### config.mk
export PLATFORM = sky130hd
export DESIGN_NAME = wib_router
export DESIGN_NICKNAME = d
export VERILOG_FILES = /design/src/rtl/wib_router.sv
export SDC_FILE = /design/constraint.sdc
export NUM_CORES = 1
export LEC_CHECK = 0
export BUFFER_PORTS_ARGS = -buffer_cell sky130_fd_sc_hd__buf_4
export CORE_AREA = 2 2 123 125
export DETAILED_ROUTE_END_ITERATION = 10
export DIE_AREA = 0 0 125 127
export SLEW_MARGIN = 20
export SYNTH_ARGS = -nofsm -noshare
export SYNTH_HDL_FRONTEND = slang
export SYNTH_SLANG_ARGS = --single-unit
### constraint.sdc
create_clock -name clk -period 2.7 [get_ports clk]
set_input_delay 0.81 -clock clk [delete_from_list [all_inputs] [get_ports clk]]
set_output_delay 0.81 -clock clk [all_outputs]
set_load 0.03 [all_outputs]
### src/rtl/wib_router.sv
module wib_router #(
  parameter int NUM_BANKS = 4,
  parameter int ADDR_W    = 32,
  parameter int DATA_W    = 32,
  parameter int SIZE_W    = 3,
  parameter int MAX_OUT   = 4
) (
  input  logic                        clk,
  input  logic                        rst_n,
  input  logic                        up_valid,
  output logic                        up_ready,
  input  logic [ADDR_W-1:0]           up_addr,
  input  logic                        up_write,
  input  logic [SIZE_W-1:0]           up_size,
  input  logic [DATA_W-1:0]           up_wdata,
  output logic                        up_rvalid,
  output logic [DATA_W-1:0]           up_rdata,
  output logic [NUM_BANKS-1:0]        bk_valid,
  input  logic [NUM_BANKS-1:0]        bk_ready,
  output logic [ADDR_W-1:0]           bk_addr,
  output logic                        bk_write,
  output logic [SIZE_W-1:0]           bk_size,
  output logic [DATA_W-1:0]           bk_wdata,
  input  logic [NUM_BANKS-1:0]        bk_rvalid,
  input  logic [NUM_BANKS*DATA_W-1:0] bk_rdata
);
  localparam int SEL_W = $clog2(NUM_BANKS);
  localparam int PTR_W = $clog2(MAX_OUT);
  localparam int CNT_W = $clog2(MAX_OUT + 1);

  logic [SEL_W-1:0] sel;
  logic [SEL_W-1:0] q [MAX_OUT];
  logic [PTR_W-1:0] wr_ptr, rd_ptr;
  logic [CNT_W-1:0] cnt;
  logic [SEL_W-1:0] head;
  logic             full, push, pop;

  assign sel      = up_addr[2 +: SEL_W];
  assign full     = (cnt == CNT_W'(MAX_OUT));
  assign bk_addr  = {{SEL_W{1'b0}}, up_addr[ADDR_W-1:SEL_W+2], up_addr[1:0]};
  assign bk_write = up_write;
  assign bk_size  = up_size;
  assign bk_wdata = up_wdata;
  assign bk_valid = {NUM_BANKS{up_valid & ~full}} & (NUM_BANKS'(1) << sel);
  assign up_ready = bk_ready[sel] & ~full;
  assign push     = up_valid & up_ready;

  assign head      = q[rd_ptr];
  assign up_rvalid = (cnt != '0) & bk_rvalid[head];
  assign up_rdata  = bk_rdata[head*DATA_W +: DATA_W];
  assign pop       = up_rvalid;

  always_ff @(posedge clk or negedge rst_n) begin
    if (!rst_n) begin
      wr_ptr <= '0;
      rd_ptr <= '0;
      cnt    <= '0;
    end else begin
      if (push) wr_ptr <= wr_ptr + PTR_W'(1);
      if (pop)  rd_ptr <= rd_ptr + PTR_W'(1);
      cnt <= cnt + CNT_W'(push) - CNT_W'(pop);
    end
  end

  always_ff @(posedge clk) begin
    if (push) q[wr_ptr] <= sel;
  end
endmodule

==> results of run 1 <==
[per-stage QoR]
stage	cells	total power, mW	worst slack (ns)	setup TNS, ns
final	466	3.722	-0.2336	-6.536
after global routing	466	3.922	-0.2854	-8.722
after CTS	466	3.709	-0.2265	-5.827
after detailed placement	462	3.159	-0.03126	-0.04106
after global placement	462	3.100	0.004065	0
after floorplan	168	2.543	-0.01069	-0.01773
[state kept, by name (all words and copies together), names as in the netlist]
signal  flops
cnt         3
q           8
rd_ptr      2
wr_ptr      2
[report_power, final]
part / leakage (nW) / switching [mW] / total, mW / internal (mW)
Sequential: 0.155 / 0.0544 / 0.374 / 0.320
Clock: 0.0409 / 0.0828 / 0.280 / 0.197
Combinational: 1.35 / 1.52 / 3.07 / 1.55
Total: 1.55 / 1.66 / 3.72 / 2.06
[layer usage]
layer	GRT usage	part of all wire
met5	0	0
met2	0.1407	0.49
met1	0.08442	0.35
met4	0.01569	0.0079
met3	0.05653	0.15
[kinds of logic (layout without fill, tap and decap cells)]
logic type      count (synthesis)  after routing  synth area share
compound gates                  4              4           0.01532
xor+xnor                        5              5           0.02062
fa+ha+maj                       7              7           0.04478
buf+inv                        82            196            0.2940
flops                          15             15            0.1956
mux                            37             37            0.3860
other cells                     1              2          0.001766
simple gates                   16             16           0.04185
[layout make-up]
type                    instances  share of cell area
repair buffers                186              0.4573
multi-input cells              71              0.3225
flip-flops and latches         15              0.1222
well taps                     184             0.06775
clock buffers                   3             0.02209
inverters                       6            0.006627
clock inverters                 1            0.001473
[critical path, stage by stage, from the launching register on]
cell	delay (ns)
dfrtp_1	0.40
mux4_2	0.61
clkbuf_16	0.24
mux4_2	0.46
buf_6	0.16
[timing repair]
action                                  in CTS  in global routing
endpoints found under the setup margin      34                 35
gates resized for setup                     34                  2
pin swaps                                    0                  0
setup buffers                                0                  0
hold buffers                                 0                  0
gates cloned                                 0                  1
[layout by cell type (no fill, tap or decap), types with 2 or more instances in the layout]
cell type / count
edfxtp_1: 8
nand2_1: 4
mux4_2: 35
xnor2_1: 4
conb_1: 2
clkbuf_16: 4
buf_4: 150
mux2i_2: 2
buf_6: 34
inv_1: 6
and3_1: 5
nor2_1: 2
dfrtp_1: 7
ha_1: 6
[path summary, 6_finish.rpt]
| path | to | slack (ns) | depth (start not counted) |
|---|---|---|---|
| min in group clk | rd_ptr[1]$_DFFE_PN0P_ | 0.52 | 1 |
| worst min register to register | rd_ptr[1]$_DFFE_PN0P_ | 0.52 | 1 |
| max in group asynchronous | rd_ptr[1]$_DFFE_PN0P_ | 2.21 | 1 |
| worst max-delay path | up_rdata[29] | -0.23 | 4 |
| worst min-delay path | wr_ptr[0]$_DFFE_PN0P_ | 0.37 | 1 |
| worst max register to register | cnt[2]$_DFF_PN0_ | -0.08 | 10 |
==> reports/qor.yml, run 1 <==
fin_util: 0.2356
ys_ff_latch: 15
leakagePower_nw: 1.547
end_kind: "primary output"
whs_ns: 0.3702
dpl.hpwl_um: 6157
clk_path_buf_depth: 2
synth_edf_count: 8
ant_nets: 0
io_buffers: 178
synth.distinct_cells: 27
maxCapViolCount: 0
synth.top_cells.by_area: "mux4_2 (34%), buf_4 (24%), edfxtp_1 (11%), dfrtp_1 (8.2%), mux4_1 (3.7%)"
insertion_delay_ns: 0.24
grt_pass1_wl_um: 10520
ys_seq_area_frac: 0.1956
syn_to_final_growth_pct: 60.05
multi_input_area_mm2: 0.001096
fp.dieW_um: 125
die_y_um: 127
clockRootBuffer: "clkbuf_16"
gp_congestion: 0.8370
cts_num_sinks: 15
grt_max_degree: 35
drive_gt1_frac: 0.8121
synth_commonest_cells: "buf_4 (68), mux4_2 (32), edfxtp_1 (8)"
grt_pass1_vias: 1969
finalClockSkew_ns: 0.0007555
ios: 313
clk_pin_slew_ns: 0.04
numCtsBuffers: 3
vias: 1847
die_area_mm2: 0.01588
drt_iter0_markers: 49
wire_per_inst_um: 15.93
synth.largest_area_cell: "mux4_2"
fp-row-count: 44
postSynthCellCount: 167
cp_max_fo: 17
cp-start-kind: "flop"
fin_crit_ns: 2.934
antenna_found_initial: 0
worstReg2RegStart: "rd_ptr[0]$_DFFE_PN0P_"
crit_required_ns: 1.89
ys_dominant_reg_cell: "edfxtp_1"
setup_viol: 34
avgSynthCellArea_um2: 12.71
power_density_mw_per_mm2: 1095
async_flop_share: 0.4667
gr-total-overflow: 0
hold_viol: 0
min_period_over_period: 1.087
ir_worst_vdd_v: 0.0003677
fmax_mhz: 340.9
critPathLaunch: "rd_ptr[0]$_DFFE_PN0P_"
synth_top_area_share: 0.3394
viasPerCell: 3.964
rsz0062_at_grt: "true"
initial_core_util: 0.1472
seqCellArea_um2: 415.4
grt_use_total: 0.08236
firstDrtPassIters: 4
core_area_mm2: 0.01442
nFillCells: 1545
wl_um: 7424
syn-cell-area_mm2: 0.002123
placed_area_mm2: 0.003181
fin_nets: 497
outcome: "finished, violations left"
violations: "setup timing"
setup_ws_ns: -0.2336
htreeDepth: 1
drc: 0
yosysMostFrequentCell: "buf_4"
yosys_warnings: 0
diodes: 0
tritoncts: "done"
stdcell_area_mm2: 0.003398
slew_viol_final: 0
cp.arrival_ns: 2.12
path_class: "reg2out"
hold_path.class: "in2async"
No activity file was read; power rests on OpenSTA's default activity.
==> run 2, diff against run 1 <==
--- a/config.mk
+++ b/config.mk
@@ -9,6 +9,8 @@
 export CORE_AREA = 2 2 123 125
 export DETAILED_ROUTE_END_ITERATION = 10
 export DIE_AREA = 0 0 125 127
+export REMOVE_ABC_BUFFERS = 1
+export SETUP_SLACK_MARGIN = 0.4
 export SLEW_MARGIN = 20
 export SYNTH_ARGS = -nofsm -noshare
 export SYNTH_HDL_FRONTEND = slang
==> reports/qor.yml, run 2 (same netlist as run 1, synthesis figures left out) <==
top_regs: "q (8), cnt (3)"
ir_worst_vdd_v: 0.0005291  # +44%
critPathLaunch: "rd_ptr[0]$_DFFE_PN0P_"
tritoncts: "done"
slew_viol_final: 0  # unchanged
seq_power_share: 0.089  # -0.012
min_period_over_period: 1.083  # -0.003703
hold_path.class: "in2async"
gr-total-overflow: 0  # unchanged
fin_util: 0.2563  # +0.02073
fp.dieW_um: 125  # unchanged
maxCapViolCount: 0  # unchanged
fmax_mhz: 342.0  # +0.34%
leakagePower_nw: 1.678  # +8.5%
stdcell_area_mm2: 0.003697  # +8.8%
hold_viol: 0  # unchanged
die_y_um: 127  # unchanged
clockRootBuffer: "clkbuf_16"
swShare: 0.4521  # +0.006341
grt_use_total: 0.2165  # +0.1342
place_inst: 465  # +0.65%
cp.arrival_ns: 2.11  # about the same
fin_nets: 509  # +2.4%
drt_iter0_markers: 56  # +14%
cts_num_sinks: 15  # unchanged
r2r_cells: 10  # unchanged
placed_area_mm2: 0.003208  # +0.87%
setup_viol: 34  # unchanged
grt_pass1_vias: 2185  # +11%
firstDrtPassIters: 4  # unchanged
antenna_found_initial: 0  # unchanged
end_kind: "primary output"
clk_path_buf_depth: 2  # unchanged
htreeDepth: 1  # unchanged
wire_per_inst_um: 37.34  # +130%
insertion_delay_ns: 0.24  # about the same
r2r_end: "cnt[2]$_DFF_PN0_"
fin_crit_ns: 2.924  # -0.009998 ns
core_area_mm2: 0.01442  # unchanged
top_register: "q"
initial_core_util: 0.1472  # unchanged
drc: 0  # unchanged
viasPerCell: 4.186  # +5.6%
power_density_mw_per_mm2: 1182  # +7.9%
rsz0062_at_grt: "true"
grt_max_degree: 20  # -43%
finalClockSkew_ns: 0.001462  # +0.0007068 ns
p_comb_frac: 0.846  # +0.022
ios: 313  # unchanged
finalPower_mw: 4.369  # +17%
syn_to_final_growth_pct: 74.13
internal-power_mw: 2.394  # +16%
diodes: 0  # unchanged
violations: "setup timing"
final_common_cell: "buf_4"
io_buffers: 178  # unchanged
cp-start-kind: "flop"
setup_ws_ns: -0.2236  # +0.009998 ns
dpl.hpwl_um: 16160  # +160%
outcome: "finished, violations left"
mostFrequentLayoutCells: "buf_4 (144), buf_6 (47), mux4_2 (35)"
wl_um: 17850  # +140%
largest_reg_flops: 8  # unchanged
numCtsBuffers: 3  # unchanged
whs_ns: 0.3678  # -0.002434 ns
clk_pin_slew_ns: 0.05  # about the same
crit_required_ns: 1.89  # about the same
r2r_setup_slack_ns: -0.05  # +0.03 ns
path_class: "reg2out"
grt_pass1_wl_um: 22420  # +110%
drive_gt1_frac: 0.8537  # +0.04168
clkPwrFrac: 0.065  # -0.010
worstReg2RegStart: "rd_ptr[0]$_DFFE_PN0P_"
fin_cells: 478  # +2.6%
die_area_mm2: 0.01588  # unchanged
fp-row-count: 44  # unchanged
gp_congestion: 0.8992  # +7.4%
vias: 2001  # +8.3%
power.switching_mw: 1.975  # +19%
ant_nets: 0  # unchanged
cp_max_fo: 8  # -9
[run 2: cell types whose count changed in the layout (fill, tap and decap cells not counted), sizes merged]
cell,previous run,this run
buf,185,198
clkbuf,4,3
[run 2: critical path, stage by stage (launching register included)]
cell     delay (ns)
dfrtp_1        0.36
mux4_2         0.54
buf_6          0.17
buf_12         0.15
mux4_2         0.48
buf_6          0.17
[run 2: final cells by class]
cell class                 instances  area [um2]
clock buffer                       3       75.07
clock inverter                     1       5.005
fill                            1512       10730
inverter                           6       22.52
multi-input combinational         71        1176
sequential                        15       415.4
tap                              184       230.2
timing repair buffer             198        1773
[run 2: timing repair]
item                       in CTS  in global routing
pin swaps                       2                  3
hold buffers                    0                  0
cloned                          3                  0
setup buffers                   5                  1
gates resized for setup        66                 10
setup endpoints to repair      40                 41
[run 2: metal layers]
layer | GRT usage | vias to the layer above | part of all wire
met2 | 0.4297 | 256 | 0.56
met1 | 0.1279 | 933 | 0.19
met5 | 0 | - | 0
li1 | - | 803 | -
met4 | 0.02941 | 0 | 0.015
met3 | 0.2291 | 9 | 0.23
[run 2: power by group through the flow]
| stage | Clock (mW) | Combinational [mW] | Sequential (mW) |
|---|---|---|---|
| 2_1_floorplan | 0 | 1.79 | 0.365 |
| 3_3_place_gp | 0 | 3.00 | 0.377 |
| 3_5_place_dp | 0 | 3.03 | 0.380 |
| 4_1_cts | 0.288 | 3.70 | 0.385 |
| 5_1_grt | 0.298 | 3.87 | 0.397 |
| 6_report | 0.286 | 3.70 | 0.387 |
[run 2: metrics by stage]
stage	setup slack, ns	TNS, ns
after floorplan	-0.6298	-8.628
after global placement	0.007061	0
after detailed placement	-0.04091	-0.04091
after CTS	-0.2425	-6.478
after global routing	-0.3000	-8.393
final	-0.2236	-6.053
[run 2: worst max path at each step]
stage                            end  cells after the start
finish                  up_rdata[19]                      5
global route             up_rdata[4]                      5
CTS                      up_rdata[4]                      5
detailed placement  cnt[2]$_DFF_PN0_                     10
global placement    cnt[2]$_DFF_PN0_                     10
floorplan           cnt[2]$_DFF_PN0_                      9
